File: src/rtl/half_bridge_ctrl.sv
module half_bridge_ctrl #(
  parameter int FLT_CYC = 25,
  parameter int DT_CYC  = 32
) (
  input  logic clk,
  input  logic rst_n,
  input  logic hi_cmd_n,
  input  logic lo_cmd_n,
  input  logic shutdown,
  output logic gate_hi,
  output logic gate_lo
);
  localparam int FW = $clog2(FLT_CYC + 1);
  localparam int GW = $clog2(DT_CYC + 1);
  localparam logic [FW-1:0] FLT_LAST = FW'(FLT_CYC - 1);
  localparam logic [GW-1:0] GAP_DONE = GW'(DT_CYC - 1);

  logic [1:0] raw_n, filt_n;
  logic hi_req, lo_req;
  logic [GW-1:0] gap;
  logic gap_ok, hi_nx, lo_nx;

  assign raw_n = {lo_cmd_n, hi_cmd_n};

  for (genvar c = 0; c < 2; c++) begin : g_flt
    logic [FW-1:0] run;
    logic q;
    always_ff @(posedge clk or negedge rst_n) begin
      if (!rst_n) begin
        run <= '0;
        q   <= 1'b1;
      end else if (raw_n[c] == q) begin
        run <= '0;
      end else if (run == FLT_LAST) begin
        run <= '0;
        q   <= raw_n[c];
      end else begin
        run <= run + 1'b1;
      end
    end
    assign filt_n[c] = q;
  end

  assign hi_req = ~filt_n[0];
  assign lo_req = ~filt_n[1];

  always_ff @(posedge clk or negedge rst_n) begin
    if (!rst_n)                           gap <= '0;
    else if (shutdown | gate_hi | gate_lo) gap <= '0;
    else if (gap != GAP_DONE)             gap <= gap + 1'b1;
  end

  assign gap_ok = (gap == GAP_DONE);
  assign hi_nx  = !shutdown && hi_req && (gate_hi || (!gate_lo && gap_ok && !lo_req));
  assign lo_nx  = !shutdown && lo_req && (gate_lo || (!gate_hi && gap_ok));

  always_ff @(posedge clk or negedge rst_n) begin
    if (!rst_n) begin
      gate_hi <= 1'b0;
      gate_lo <= 1'b0;
    end else begin
      gate_hi <= hi_nx;
      gate_lo <= lo_nx;
    end
  end
endmodule


File: config.mk
export PLATFORM = sky130hd
export DESIGN_NAME = half_bridge_ctrl
export DESIGN_NICKNAME = d
export VERILOG_FILES = /design/src/rtl/half_bridge_ctrl.sv
export SDC_FILE = /design/constraint.sdc
export NUM_CORES = 1
export LEC_CHECK = 0
export ABC_AREA = 1
export CORE_MARGIN = 2
export CORE_UTILIZATION = 55
export CTS_CLUSTER_DIAMETER = 30
export DETAILED_ROUTE_END_ITERATION = 10
export GPL_TIMING_DRIVEN = 0
export HOLD_SLACK_MARGIN = 0.06
export PLACE_DENSITY = 0.75
export SETUP_SLACK_MARGIN = 0.5
export SYNTH_ARGS = -nofsm -noshare
export SYNTH_HDL_FRONTEND = slang
export SYNTH_SLANG_ARGS = --single-unit
File: constraint.sdc
create_clock -name clk -period 1.9 [get_ports clk]
set_input_delay 0.38 -clock clk [delete_from_list [all_inputs] [get_ports clk]]
set_output_delay 0.38 -clock clk [all_outputs]
set_load 0.02 [all_outputs]
Word-level counts from Yosys, hierarchy flattened. Cells that the tools add are included.

Logic and storage cells: 43. Output and inout bits: 2. Flip-flop bits (word level): 20. Input port bits: 5.

Eq/ne operators: 6. Bitwise operators: 6. Add/subtract/negate cells: 3. Multiplexer cells: 6. Reductions and logical operators: 15.

Operators by type and width (number): $mux 5 (4); $mux 6 (2); $add 5x1->5 const B (2); $eq 5x5->1 const B (2); $logic_and 1x1->1 (7); $add 6x1->6 const B (1); $eq 6x5->1 const B (1); $ne 6x5->1 const B (1); $not 1->1 (4); $reduce_and 2->1 (2); $logic_not 1->1 (3); $eq 1x1->1 (2); $logic_or 1x1->1 (2); $or 1x1->1 (2); $reduce_bool 2->1 (1).

Longest topological paths before layout.
Depth after elaboration: 5. Depth in mapped cells: 6. Depth with buffers taken out: 6.

Worst setup path before layout. OpenSTA, ideal clock, no wires.

Path kind: reg2reg. Start: register gap[0]. End: register gap[0]. Setup slack: 774 ps. Cell stages (with the launch flop): 7. Arrival time: 1010 ps. Required time: 1783 ps. Buffers on the path: 0. Setup time: 117 ps. Clock period less this slack: 1126 ps. Path through: dfrtp_1 -> ha_1 -> nand3_2 -> nor2_4 -> nand2_2 -> nand2_1 -> nand2_1.

Longest elaborated chain between the ends: 3. Elaborated cells between the ends (all ways): 5.

Ends and longest elaborated chain: start: declaration (line 20) `logic [GW-1:0] gap;`; start signal: assignment (line 50) `else if (gap != GAP_DONE) gap <= gap + 1'b1;`; $add 6x1->6 (line 50); $mux 6 (line 50); $mux 6 (line 49) `else if (shutdown | gate_hi | gate_lo) gap <= '0;`.

Parallel ways exist; a longest one is shown, timed or not. The select of a mux whose other input is x is not followed. A chain may end at the register's enable or synchronous reset.

Worst setup path after layout.
Start: register gate_hi. End: output gate_hi.

RTL lines: start: declaration (line 10) `output logic gate_hi,`; start signal: assignment (line 62) `gate_hi <= hi_nx;`.

No word-level cell between the ends.

==> results.py <==
metrics = {
    "status": {
        "status": "completed",
    },
    "timing": {
        "post-route-min-period_ns": 1.36,
        "worst_slew_pin_slew_ns": 0.870,
        "relSlewSlack": 0.418,
        "setup-tns-final_ns": 0,
        "final-max-slew-violation-count": 0,
        "worst_clock_skew_ns": 0.00595,
        "final_hold_viol_count": 0,
        "fmax_ghz": 0.737,
        "fin_crit_sh": 0.714,
        "timing.final.setup_violations": 0,
        "grt_setup_unrepaired": "no",
    },
    "clock_tree": {
        "tritoncts_num_sinks": 20,
        "clock_insertion_delay_worst_skew_ns": 0.30,
        "cts_tree": "done",
        "ctsLongestPathBuffers": 2,
        "htree_levels": 1,
        "hold_buffers": 0,
        "cts-buffers-inserted": 3,
        "cts_post_setup_buffers_inserted": 0,
        "post_cts.resized_instances": 2,
        "worst_setup_hold_path_clk_slew_ns": 0.11,
        "cts_root_buf": "clkbuf_4",
    },
    "synth": {
        "post_synth_fa_ha_maj_area_fraction": 0.0627,
        "syn-mean-instance-area_um2": 8.82,
        "post_synth_num_cell_types": 21,
        "number_of_synthesized_register_bits": 20,
        "mappedNetlistArea_um2": 997,
        "xor_xnor_portion_of_the_synthesized_cell_area": 0.0527,
        "synthesized_area_fraction_occupied_by_ao_oa_aoi_and_oai_cells": 0.0527,
        "multiplexer_share_of_the_synthesized_area": 0,
        "synth-simple-area-share": 0.260,
        "ys_warn_count": 0,
        "syn_nets": 123,
        "ys_seq_area_frac": 0.504,
        "synth_top_family_by_area": "simple AND/OR/NAND/NOR gates",
        "synthesis.instances": 113,
    },
    "placed_design": {
        "portbufs": 6,
        "finalWeightedCongestion": 0.854,
        "detailed_place_hpwl_um": 1130,
    },
    "die": {
        "placementRows": 15,
        "die_area_um2": 2170,
        "die-width_um": 46.6,
        "coreArea_um2": 1710,
        "ios": 7,
        "die_height_um": 46.6,
        "initial_utilization": 0.584,
    },
    "setup_path": {
        "cp.required_ns": 1.52,
        "critical-path-slowest-cell": "dfrtp_1",
        "worstPathBufferInverterCount": 1,
        "cpLargestDelayFamily": "flip-flops",
        "timing.critical_path.cells": "clkdlybuf4s15_1",
        "crit_path_max_incr_delay_ns": 0.39,
        "timing.critical_path.fanout_max": 2,
        "startpoint_type": "flop",
        "end_kind": "output pin",
        "regToRegSetupSlack_ns": 0.60,
        "cp.arrival_ns": 0.98,
        "critPathKind": "reg -> out",
    },
    "drt": {
        "route.detailed.drc": 0,
        "viasPerCell": 4.84,
        "num_vias": 716,
        "detailedRoute.firstPassIterationCount": 4,
        "wl_per_cell_um": 10.1,
        "drt_iter0_markers": 3,
        "wl_um": 1500,
        "detail-route-antenna-nets": 0,
    },
    "power_and_ir_drop": {
        "internal_power_mw": 0.586,
        "ir_drop_uv": 545,
        "fin_total_pwr_mw": 0.766,
        "power_per_cell_area_nw_per_um2": 684,
        "power.share.combinational": 0.082,
        "p_seq_frac": 0.596,
        "power_switching_share": 0.235,
        "clock_power_share": 0.322,
        "p_sw_mw": 0.180,
        "cellLeakagePower_nw": 0.552,
    },
    "worst_hold_path": {
        "min_path_type": "reg -> reg",
    },
    "final_layout": {
        "area_growth_syn_to_layout_pct": 12.3,
        "drive_gt1_frac": 0.146,
        "n_fill_cell": 146,
        "nets": 134,
        "antennaDiodeCount": 0,
    },
    "grt": {
        "grt_pass1_wl_um": 2700,
        "antenna_found_initial": 0,
        "grt_util_overall": 0.178,
        "largest_net_degree_at_the_start_of_global_routing": 21,
        "global_route.overflow_total": 0,
        "first_global_vias": 680,
    },
    "run": {
        "timing.max_cap.violations": 0,
    },
}
-- power groups by stage --
| stage | logic [mW] | registers (mW) | clock network [mW] |
|---|---|---|---|
| after floorplan | 0.0398 | 0.462 | 0 |
| after global placement | 0.0626 | 0.464 | 0 |
| after detailed placement | 0.0643 | 0.465 | 0 |
| after CTS | 0.0648 | 0.457 | 0.253 |
| after global routing | 0.0767 | 0.461 | 0.261 |
| final | 0.0628 | 0.457 | 0.247 |
-- kinds of logic after synthesis --
group,count (synthesis)
adders and majority gates,5
and+or+nand+nor,56
xor gates and xnor gates,6
DFF,20
buffers and inverters,18
AOI/OAI and AO/OA,8
-- sequential cells by signal (all words and copies together), names as in the netlist --
signal	cells
g_flt.run	10
gate_lo	1
g_flt.q	2
gap	6
gate_hi	1
-- path summary, 6_finish.rpt --
path | start | to | cells after the start
setup / recovery | gate_hi$_DFF_PN0_ | gate_hi | 1
min in group asynchronous | rst_n | gap[4]$_DFFE_PN0P_ | 1
hold reg to reg | g_flt[1].run[0]$_DFF_PN0_ | g_flt[1].run[0]$_DFF_PN0_ | 1
hold / removal | g_flt[1].run[0]$_DFF_PN0_ | g_flt[1].run[0]$_DFF_PN0_ | 1
setup reg to reg | gap[0]$_DFFE_PN0P_ | gap[0]$_DFFE_PN0P_ | 6
max in group asynchronous | rst_n | g_flt[1].run[0]$_DFF_PN0_ | 1
-- Yosys cell counts (all sizes together) --
library cell  instances  area [um^2]
nand2                21         86.3
dfrtp                18          450
inv                  18         67.6
nor2                 17         71.3
nand3                12         65.1
ha                    5         62.6
o21ai                 4         20.0
xor2                  4         35.0
nand4                 3         18.8
a21oi                 2         17.5
dfstp                 2         52.6
or2                   2         12.5
xnor2                 2         17.5
nor3                  1         5.00
o211ai                1         7.51
o21a                  1         7.51
-- area by class of cell --
cell class	instances	area (um^2)	share of cell area
Inverter	18	67.6	0.0603
Tap cell	25	31.3	0.0279
Multi-Input combinational cell	75	427	0.381
Sequential cell	20	503	0.449
Timing Repair Buffer	6	55.1	0.0492
Clock buffer	4	36.3	0.0324
-- stage by stage --
step | instances | util | area (um^2) | setup WS, ns | hold slack (ns)
2_1_floorplan | 113 | - | 997 | 0.774 | 0.0844
3_3_place_gp | 144 | 0.637 | 1090 | 0.375 | 0.475
3_5_place_dp | 144 | 0.637 | 1090 | 0.378 | 0.477
4_1_cts | 148 | 0.657 | 1120 | 0.469 | 0.496
5_1_grt | 148 | 0.656 | 1120 | 0.500 | 0.528
6_report | 148 | 0.656 | 1120 | 0.543 | 0.492
-- cells in the final DEF, fill, tap and decap left out, types with 3 or more instances in the layout --
cell	instances
nand2_1	18
dfrtp_1	18
inv_1	16
nor2_1	16
nand3_1	11
ha_1	5
xor2_1	4
clkdlybuf4s50_1	4
nand4_1	3
nand2_2	3
o21ai_0	3
clkbuf_4	3
-- per-layer routing --
metal / GRT usage / up-vias / wire length (um)
met5: 0 / - / 0
met2: 0.278 / 7 / 696
met1: 0.234 / 325 / 734
li1: - / 379 / -
met3: 0.0235 / 5 / 30
met4: 0.103 / 0 / 40
Power figures use the tool's default switching activity.
